===== src/rtl/keypad_sense_pkg.sv =====
// Shared constants for the keypad sense block.
// Assumes an eight-position segment scan per return line.
package keypad_sense_pkg;
    localparam int KEY_LINES  = 2;
    localparam int SEG_COUNT  = 8;
    localparam int SEL_W      = $clog2(SEG_COUNT);
    localparam int STRAP_BITS = 2;
    typedef logic [SEG_COUNT-1:0] key_word_t;
endpackage


===== src/rtl/key_frame_capture.sv =====
// Builds one key word per scan pass from a single return line.
// Assumes slot strobes arrive one position at a time and that the pass
// ends with the position-0 strobe. The completed word is output with a
// one-cycle valid pulse.
module key_frame_capture #(
    parameter int W     = 8,
    parameter int SEL_W = $clog2(W)
) (
    input  logic             clk,
    input  logic             rst_n,
    input  logic             slot_stb,
    input  logic [SEL_W-1:0] slot_sel,
    input  logic             ret_in,
    output logic             frame_vld_o,
    output logic [W-1:0]     frame_o
);
    logic [W-1:0] work_q;
    logic [W-1:0] work_next;
    logic [W-1:0] frame_q;
    logic         vld_q;

    // Place the current return level into the selected bit position.
    always_comb begin
        work_next           = work_q;
        work_next[slot_sel] = ret_in;
    end

    // Accumulate samples and publish the word when the pass closes.
    always_ff @(posedge clk) begin
        if (!rst_n) begin
            work_q  <= '1;
            frame_q <= '1;
            vld_q   <= 1'b0;
        end else begin
            vld_q <= 1'b0;
            if (slot_stb) begin
                work_q <= work_next;
                if (slot_sel == '0) begin
                    frame_q <= work_next;
                    vld_q   <= 1'b1;
                end
            end
        end
    end

    assign frame_vld_o = vld_q;
    assign frame_o     = frame_q;

    // a completed pass only follows a position-0 strobe
    assert_pass_close_R2: assert property (@(posedge clk) disable iff (!rst_n)
        frame_vld_o |-> $past(slot_stb && (slot_sel == '0)));
endmodule


===== src/rtl/key_settle_filter.sv =====
// Holds a candidate word and promotes it to the reported register once it
// has survived DEB_MS millisecond ticks without a differing pass.
// Assumes frame_in is valid only with frame_vld. The hold input freezes
// both counting and promotion.
module key_settle_filter #(
    parameter int W      = 8,
    parameter int DEB_MS = 20,
    parameter int CNT_W  = $clog2(DEB_MS + 1)
) (
    input  logic         clk,
    input  logic         rst_n,
    input  logic         frame_vld,
    input  logic [W-1:0] frame_in,
    input  logic         tick,
    input  logic         hold,
    output logic [W-1:0] stored_o,
    output logic         commit_o
);
    localparam logic [CNT_W-1:0] DEB_C = CNT_W'(DEB_MS);

    logic [W-1:0]     cand_q;
    logic [W-1:0]     stored_q;
    logic [CNT_W-1:0] cnt_q;
    logic             mismatch;
    logic             commit;

    // Detect a pass that differs from the pending candidate.
    always_comb mismatch = frame_vld && (frame_in != cand_q);

    // Promote the candidate when its window is complete and it is new.
    always_comb commit = !hold && (cnt_q == DEB_C) && (cand_q != stored_q);

    // Track the candidate and its settle count.
    always_ff @(posedge clk) begin
        if (!rst_n) begin
            cand_q <= '1;
            cnt_q  <= '0;
        end else if (mismatch) begin
            cand_q <= frame_in;
            cnt_q  <= '0;
        end else if (tick && !hold && (cnt_q < DEB_C)) begin
            cnt_q <= cnt_q + 1'b1;
        end
    end

    // Update the reported register on promotion.
    always_ff @(posedge clk) begin
        if (!rst_n) stored_q <= '1;
        else if (commit) stored_q <= cand_q;
    end

    assign stored_o = stored_q;
    assign commit_o = commit;

    // the reported value only moves after a full window
    assert_settle_window_R3: assert property (@(posedge clk) disable iff (!rst_n)
        !$stable(stored_q) |-> $past(cnt_q == DEB_C));
    // the settle count never runs past the window
    assert_cnt_bound_R3: assert property (@(posedge clk) disable iff (!rst_n)
        cnt_q <= DEB_C);
    // blinking freezes the reported value
    assert_blink_hold_R7: assert property (@(posedge clk) disable iff (!rst_n)
        hold |=> $stable(stored_q));
    // a differing pass restarts the count
    assert_restart_R6: assert property (@(posedge clk) disable iff (!rst_n)
        mismatch |=> (cnt_q == '0));
endmodule


===== src/rtl/keypad_sense.sv =====
// Top of the keypad sense block: two capture/filter lanes, the address
// strap path and the interrupt flag.
// Assumes ms_tick and key_rd_start are single-cycle pulses in the clk domain.
module keypad_sense
    import keypad_sense_pkg::*;
#(
    parameter int DEB_MS = 20,
    parameter int SEGS   = SEG_COUNT,
    parameter int SW     = $clog2(SEGS)
) (
    input  logic            clk,
    input  logic            rst_n,
    input  logic            slot_stb,
    input  logic [SW-1:0]   slot_sel,
    input  logic            ret_a,
    input  logic            ret_b,
    input  logic            ms_tick,
    input  logic            blink_en,
    input  logic            strap_en,
    input  logic            key_rd_start,
    output logic [SEGS-1:0] key_a_o,
    output logic [SEGS-1:0] key_b_o,
    output logic [1:0]      strap_o,
    output logic            irq_pull_o
);
    localparam int LANES = KEY_LINES;

    logic [LANES-1:0]           ret_vec;
    logic [LANES-1:0]           frm_vld;
    logic [LANES-1:0][SEGS-1:0] frm_word;
    logic [LANES-1:0][SEGS-1:0] filt_in;
    logic [LANES-1:0][SEGS-1:0] stored;
    logic [LANES-1:0]           commit;
    logic [SEGS-1:0]            strap_mask;
    logic [1:0]                 strap_q;
    logic                       irq_q;
    logic                       commit_any;

    assign ret_vec = {ret_b, ret_a};

    // Positions used as straps are forced open on the key path.
    always_comb begin
        strap_mask = '0;
        if (strap_en) strap_mask[STRAP_BITS-1:0] = '1;
    end

    generate
        for (genvar g = 0; g < LANES; g++) begin : g_lane
            key_frame_capture #(.W(SEGS), .SEL_W(SW)) u_cap (
                .clk         (clk),
                .rst_n       (rst_n),
                .slot_stb    (slot_stb),
                .slot_sel    (slot_sel),
                .ret_in      (ret_vec[g]),
                .frame_vld_o (frm_vld[g]),
                .frame_o     (frm_word[g])
            );
            if (g == 0) begin : g_strapped
                assign filt_in[g] = frm_word[g] | strap_mask;
            end else begin : g_plain
                assign filt_in[g] = frm_word[g];
            end
            key_settle_filter #(.W(SEGS), .DEB_MS(DEB_MS)) u_filt (
                .clk       (clk),
                .rst_n     (rst_n),
                .frame_vld (frm_vld[g]),
                .frame_in  (filt_in[g]),
                .tick      (ms_tick),
                .hold      (blink_en),
                .stored_o  (stored[g]),
                .commit_o  (commit[g])
            );
        end
    endgenerate

    assign commit_any = |commit;

    // Capture strap levels straight from each first-line pass.
    always_ff @(posedge clk) begin
        if (!rst_n) strap_q <= '1;
        else if (strap_en && frm_vld[0]) strap_q <= frm_word[0][1:0];
    end

    // Interrupt flag: set by an accepted change, cleared by a read start.
    always_ff @(posedge clk) begin
        if (!rst_n) irq_q <= 1'b0;
        else if (commit_any) irq_q <= 1'b1;
        else if (key_rd_start) irq_q <= 1'b0;
    end

    assign key_a_o    = stored[0] | strap_mask;
    assign key_b_o    = stored[1];
    assign strap_o    = strap_q;
    assign irq_pull_o = irq_q;

    // the interrupt only asserts after an accepted change
    assert_irq_cause_R4: assert property (@(posedge clk) disable iff (!rst_n)
        $rose(irq_q) |-> $past(commit_any));
    // a read start without a new change releases the line
    assert_read_release_R5: assert property (@(posedge clk) disable iff (!rst_n)
        (key_rd_start && !commit_any) |=> !irq_q);
    // strap bits only move on a first-line pass with strapping on
    assert_strap_update_R9: assert property (@(posedge clk) disable iff (!rst_n)
        !$stable(strap_q) |-> $past(strap_en && frm_vld[0]));
endmodule


===== config.mk =====
export PLATFORM = sky130hd
export DESIGN_NAME = keypad_sense
export DESIGN_NICKNAME = d
export VERILOG_FILES = /design/src/rtl/keypad_sense_pkg.sv /design/src/rtl/key_frame_capture.sv /design/src/rtl/key_settle_filter.sv /design/src/rtl/keypad_sense.sv
export SDC_FILE = /design/constraint.sdc
export NUM_CORES = 1
export LEC_CHECK = 0
export CAP_MARGIN = 20
export CELL_PAD_IN_SITES_DETAIL_PLACEMENT = 0
export CELL_PAD_IN_SITES_GLOBAL_PLACEMENT = 1
export CORE_MARGIN = 3
export CORE_UTILIZATION = 40
export CTS_CLUSTER_DIAMETER = 30
export CTS_CLUSTER_SIZE = 16
export DETAILED_ROUTE_END_ITERATION = 10
export PLACE_DENSITY = 0.84
export SLEW_MARGIN = 20
export SYNTH_ARGS = -nofsm -noshare
export SYNTH_HDL_FRONTEND = slang
export SYNTH_HIERARCHICAL = 1
export SYNTH_SLANG_ARGS = --single-unit

===== constraint.sdc =====
create_clock -name clk -period 1.55 [get_ports clk]
set_input_delay 0.3875 -clock clk [delete_from_list [all_inputs] [get_ports clk]]
set_output_delay 0.3875 -clock clk [all_outputs]
set_load 0.05 [all_outputs]

==> results.tsv <==
stage	metric	value	unit
cts	clock-sinks	77	
global_route	grt_max_degree	49	
finish	area_growth	28.8	%
routing	post_drt_wl_per_cell	13.3	um
cts	clk_pin_slew	0.08	ns
floorplan	core_area	8890	um2
synthesis	synth_area_leaders	dfxtp_1 41%, mux2i_1 17%, nor2b_1 8.5%	
floorplan	io-pin-count	31	
setup_path	crit_family	simple AND/OR/NAND/NOR gates	
synthesis	ys_warn_count	6	
setup_path	crit_slowest_cell	dfxtp_2	
timing	setup_ws	-0.0303	ns
floorplan	die_area	10600	um2
synthesis	synth_fa_ha_area_share	1.34	%
routing	drt_pass1_iterations	4	
synthesis	syn_inst	354	
synthesis	synthTopCellsByCount	77 x dfxtp_1, 62 x mux2i_1, 51 x nor2b_1	
cts	post_cts_buffers	0	
placed_design	gp_congestion	0.777	
routing	drt_wl_total	6.91	mm
timing	rsz0062_at_grt	true	
synthesis	yosys.area.top_type_share	41.1	%
cts	cts_buffer_depth	2	
setup_path	cp_max_fo	6	
timing	fin_crit	1.58	ns
placed_design	dp_slack	-0.530	ns
floorplan	die_y	103	um
setup_path	start_kind	flop	
synthesis	yosys-mux-area-fraction	16.6	%
global_route	grt_util_all_layers	14.0	%
synthesis	synth_compound_area_share	2.57	%
timing	max_freq	633	MHz
global_route	grt_pass1_wl	11.7	mm
synthesis	synth_top_family_by_area	simple AND/OR/NAND/NOR gates	
synthesis	synth-simple-area-share	26.3	%
routing	drc	0	
finish	drive_above_1_share	24.7	%
pwr	fin_total_pwr	0.00388	W
routing	drtIter0Drc	81	
routing	vias_per_cell	4.90	
cts	clk_latency	0.35	ns
synthesis	syn_nets	370	
setup_path	cpPeakStageDelay	0.34	ns
hold_path	hold_path_class	in2reg	
timing	slew_violations	0	
global_route	grt_pass1_vias	2491	
timing	fin_skew	0.00632	ns
timing	finalSetupViolations	8	
run	drv_cap	0	
synthesis	async_flop_share	0	%
setup_path	cp.required	1.82	ns
floorplan	num_rows	34	
synthesis	synth-main-ff-cell	dfxtp_1	
synthesis	synth_xor_xnor_area_share	8.88	%
cts	cts_buffers	9	
setup_path	arrival	1.85	ns
global_route	grt_overflow	0	
synthesis	synth-edff-count	0	
pwr	worst_ir_drop_vdd	0.000395	V
setup_path	crit_path_cell_trace	or2_4 -> xor2_1 -> nor4_2 -> a21boi_2 -> buf_12 -> nor3b_4	
global_route	grt_antenna_before_repair	0	
synthesis	syn-cell-area	3750	um2
synthesis	ys_ff_latch	77	
outcome	violations	setup timing	
pwr	leakagePower	2.02	nW
routing	antenna_left	0	
synthesis	yosysSeqAreaShare	41.1	%
routing	vias	2554	
setup_path	critPathBufInv	1	
placed_design	dpl.hpwl	4.93	mm
synthesis	ys_types	34	
setup_path	critPathKind	reg2reg	
timing	timing.final.crit_share	102	%
placed_design	portBuffers	30	
pwr	power_density	803	nW/um2
floorplan	die_x	103	um
cts	h-tree-depth	3	
finish	final_net_count	424	
synthesis	avgSynthCellArea	10.6	um2
cts	root_buffer	clkbuf_8	
timing	maxSlewHeadroom	76.8	%
timing	tightest_slew	0.343	ns
setup_path	cp-end-kind	flop	
outcome	status	complete, but fails checks	
timing	hold_viol	0	
synthesis	yosysTopAreaCell	dfxtp_1	
floorplan	initial_core_util	42.1	%
timing	fin_tns_setup	-0.132	ns
synthesis	yosysMostFrequentCell	dfxtp_1	
finish	antenna_cells	0	
cts	cts_tree	built	
state kept, by name (all words and copies together) (netlist names):
signal                    flops
g_lane.u_cap/work_q          14
g_lane.u_filt/cnt_q          10
g_lane.u_filt/cand_q         16
irq_pull_o                    1
g_lane.u_cap/frame_vld_o      2
g_lane.u_cap/frame_o         16
strap_o                       2
g_lane.u_filt/stored_o       16
through the flow:
step / area, um2 / cells / util (%) / hold WS (ns)
6_report: 4830 / 521 / 54.3 / 0.427
5_1_grt: 4830 / 521 / 54.3 / 0.431
4_1_cts: 4790 / 520 / 53.8 / 0.407
2_1_floorplan: 3770 / 354 / - / 0.465
3_5_place_dp: 4560 / 504 / 51.2 / 0.485
3_3_place_gp: 4560 / 504 / 51.2 / 0.479
routing by layer:
layer | vias up | GRT usage [%] | routed length (um)
met1 | 1173 | 19.3 | 3530
met3 | 12 | 3.38 | 217
met4 | 0 | 6.37 | 143
met5 | - | 0 | 0
met2 | 36 | 20.8 | 3020
li1 | 1333 | - | -
area by class of cell:
class / instances / area, um2
clock inverters: 7 / 90.1
inverters: 12 / 45.0
multi-input cells: 253 / 2120
flip-flops and latches: 77 / 1560
repair buffers: 55 / 754
clock buffers: 9 / 124
well taps: 108 / 135
fillers: 764 / 4060
repair_timing:
item,CTS,global route
endpoints found under the hold margin,0,0
cloned,0,1
endpoints found under the setup margin,13,23
hold buffers,0,0
gates resized for setup,7,7
pin swaps,0,7
cell families after synthesis:
family	Yosys count
AOI/OAI and AO/OA	13
xor gates and xnor gates	38
adders and majority gates	4
buffers and inverters	24
DFF	77
muxes	62
and+or+nand+nor	136
final timing paths:
kind | slack [ns] | start | depth (start not counted) | end
max | -0.03 | g_lane[0].u_cap/frame_o[1] | 6 | g_lane[0].u_filt/cnt_q[0]
min | 0.43 | rst_n | 3 | g_lane[0].u_filt/cand_q[1]
max reg2reg | -0.03 | g_lane[0].u_cap/frame_o[1] | 6 | g_lane[0].u_filt/cnt_q[0]
min reg2reg | 0.50 | g_lane[0].u_cap/work_q[1] | 2 | g_lane[0].u_cap/frame_o[1]
cell usage in the layout (no fill, tap or decap), types with 3 or more instances in the layout:
cell / synthesis / layout
and2b_1: 20 / 20
and4bb_1: 4 / 4
buf_12: 0 / 24
buf_4: 0 / 18
clkbuf_8: 0 / 9
clkdlybuf4s50_1: 0 / 8
clkinv_2: 0 / 3
dfxtp_1: 77 / 61
dfxtp_2: 0 / 16
ha_1: 4 / 4
inv_1: 10 / 10
mux2i_1: 62 / 62
nand2_1: 6 / 6
nand3_1: 4 / 4
nand4_1: 6 / 6
nand4b_1: 8 / 8
nor2_1: 6 / 6
nor2b_1: 51 / 51
nor3b_2: 10 / 9
nor4_1: 4 / 3
nor4bb_1: 4 / 3
or2_4: 0 / 4
xnor2_1: 18 / 18
xor2_1: 20 / 20
report_power, final:
group | switching [W] | leakage, nW | internal (W)
sequential | 0.0000112 | 0.616 | 0.00199
clock | 0.000738 | 0.105 | 0.000897
combinational | 0.000108 | 1.30 | 0.000128
total | 0.000857 | 2.02 | 0.00302
worst register-to-register path: stages, from the launching register on:
cell and delay [ns]:
dfxtp_2 0.34, or2_4 0.23, xor2_1 0.15, nor4_2 0.31, a21boi_2 0.14, buf_12 0.17
nor3b_4 0.17
No activity file was read; power rests on OpenSTA's default activity.
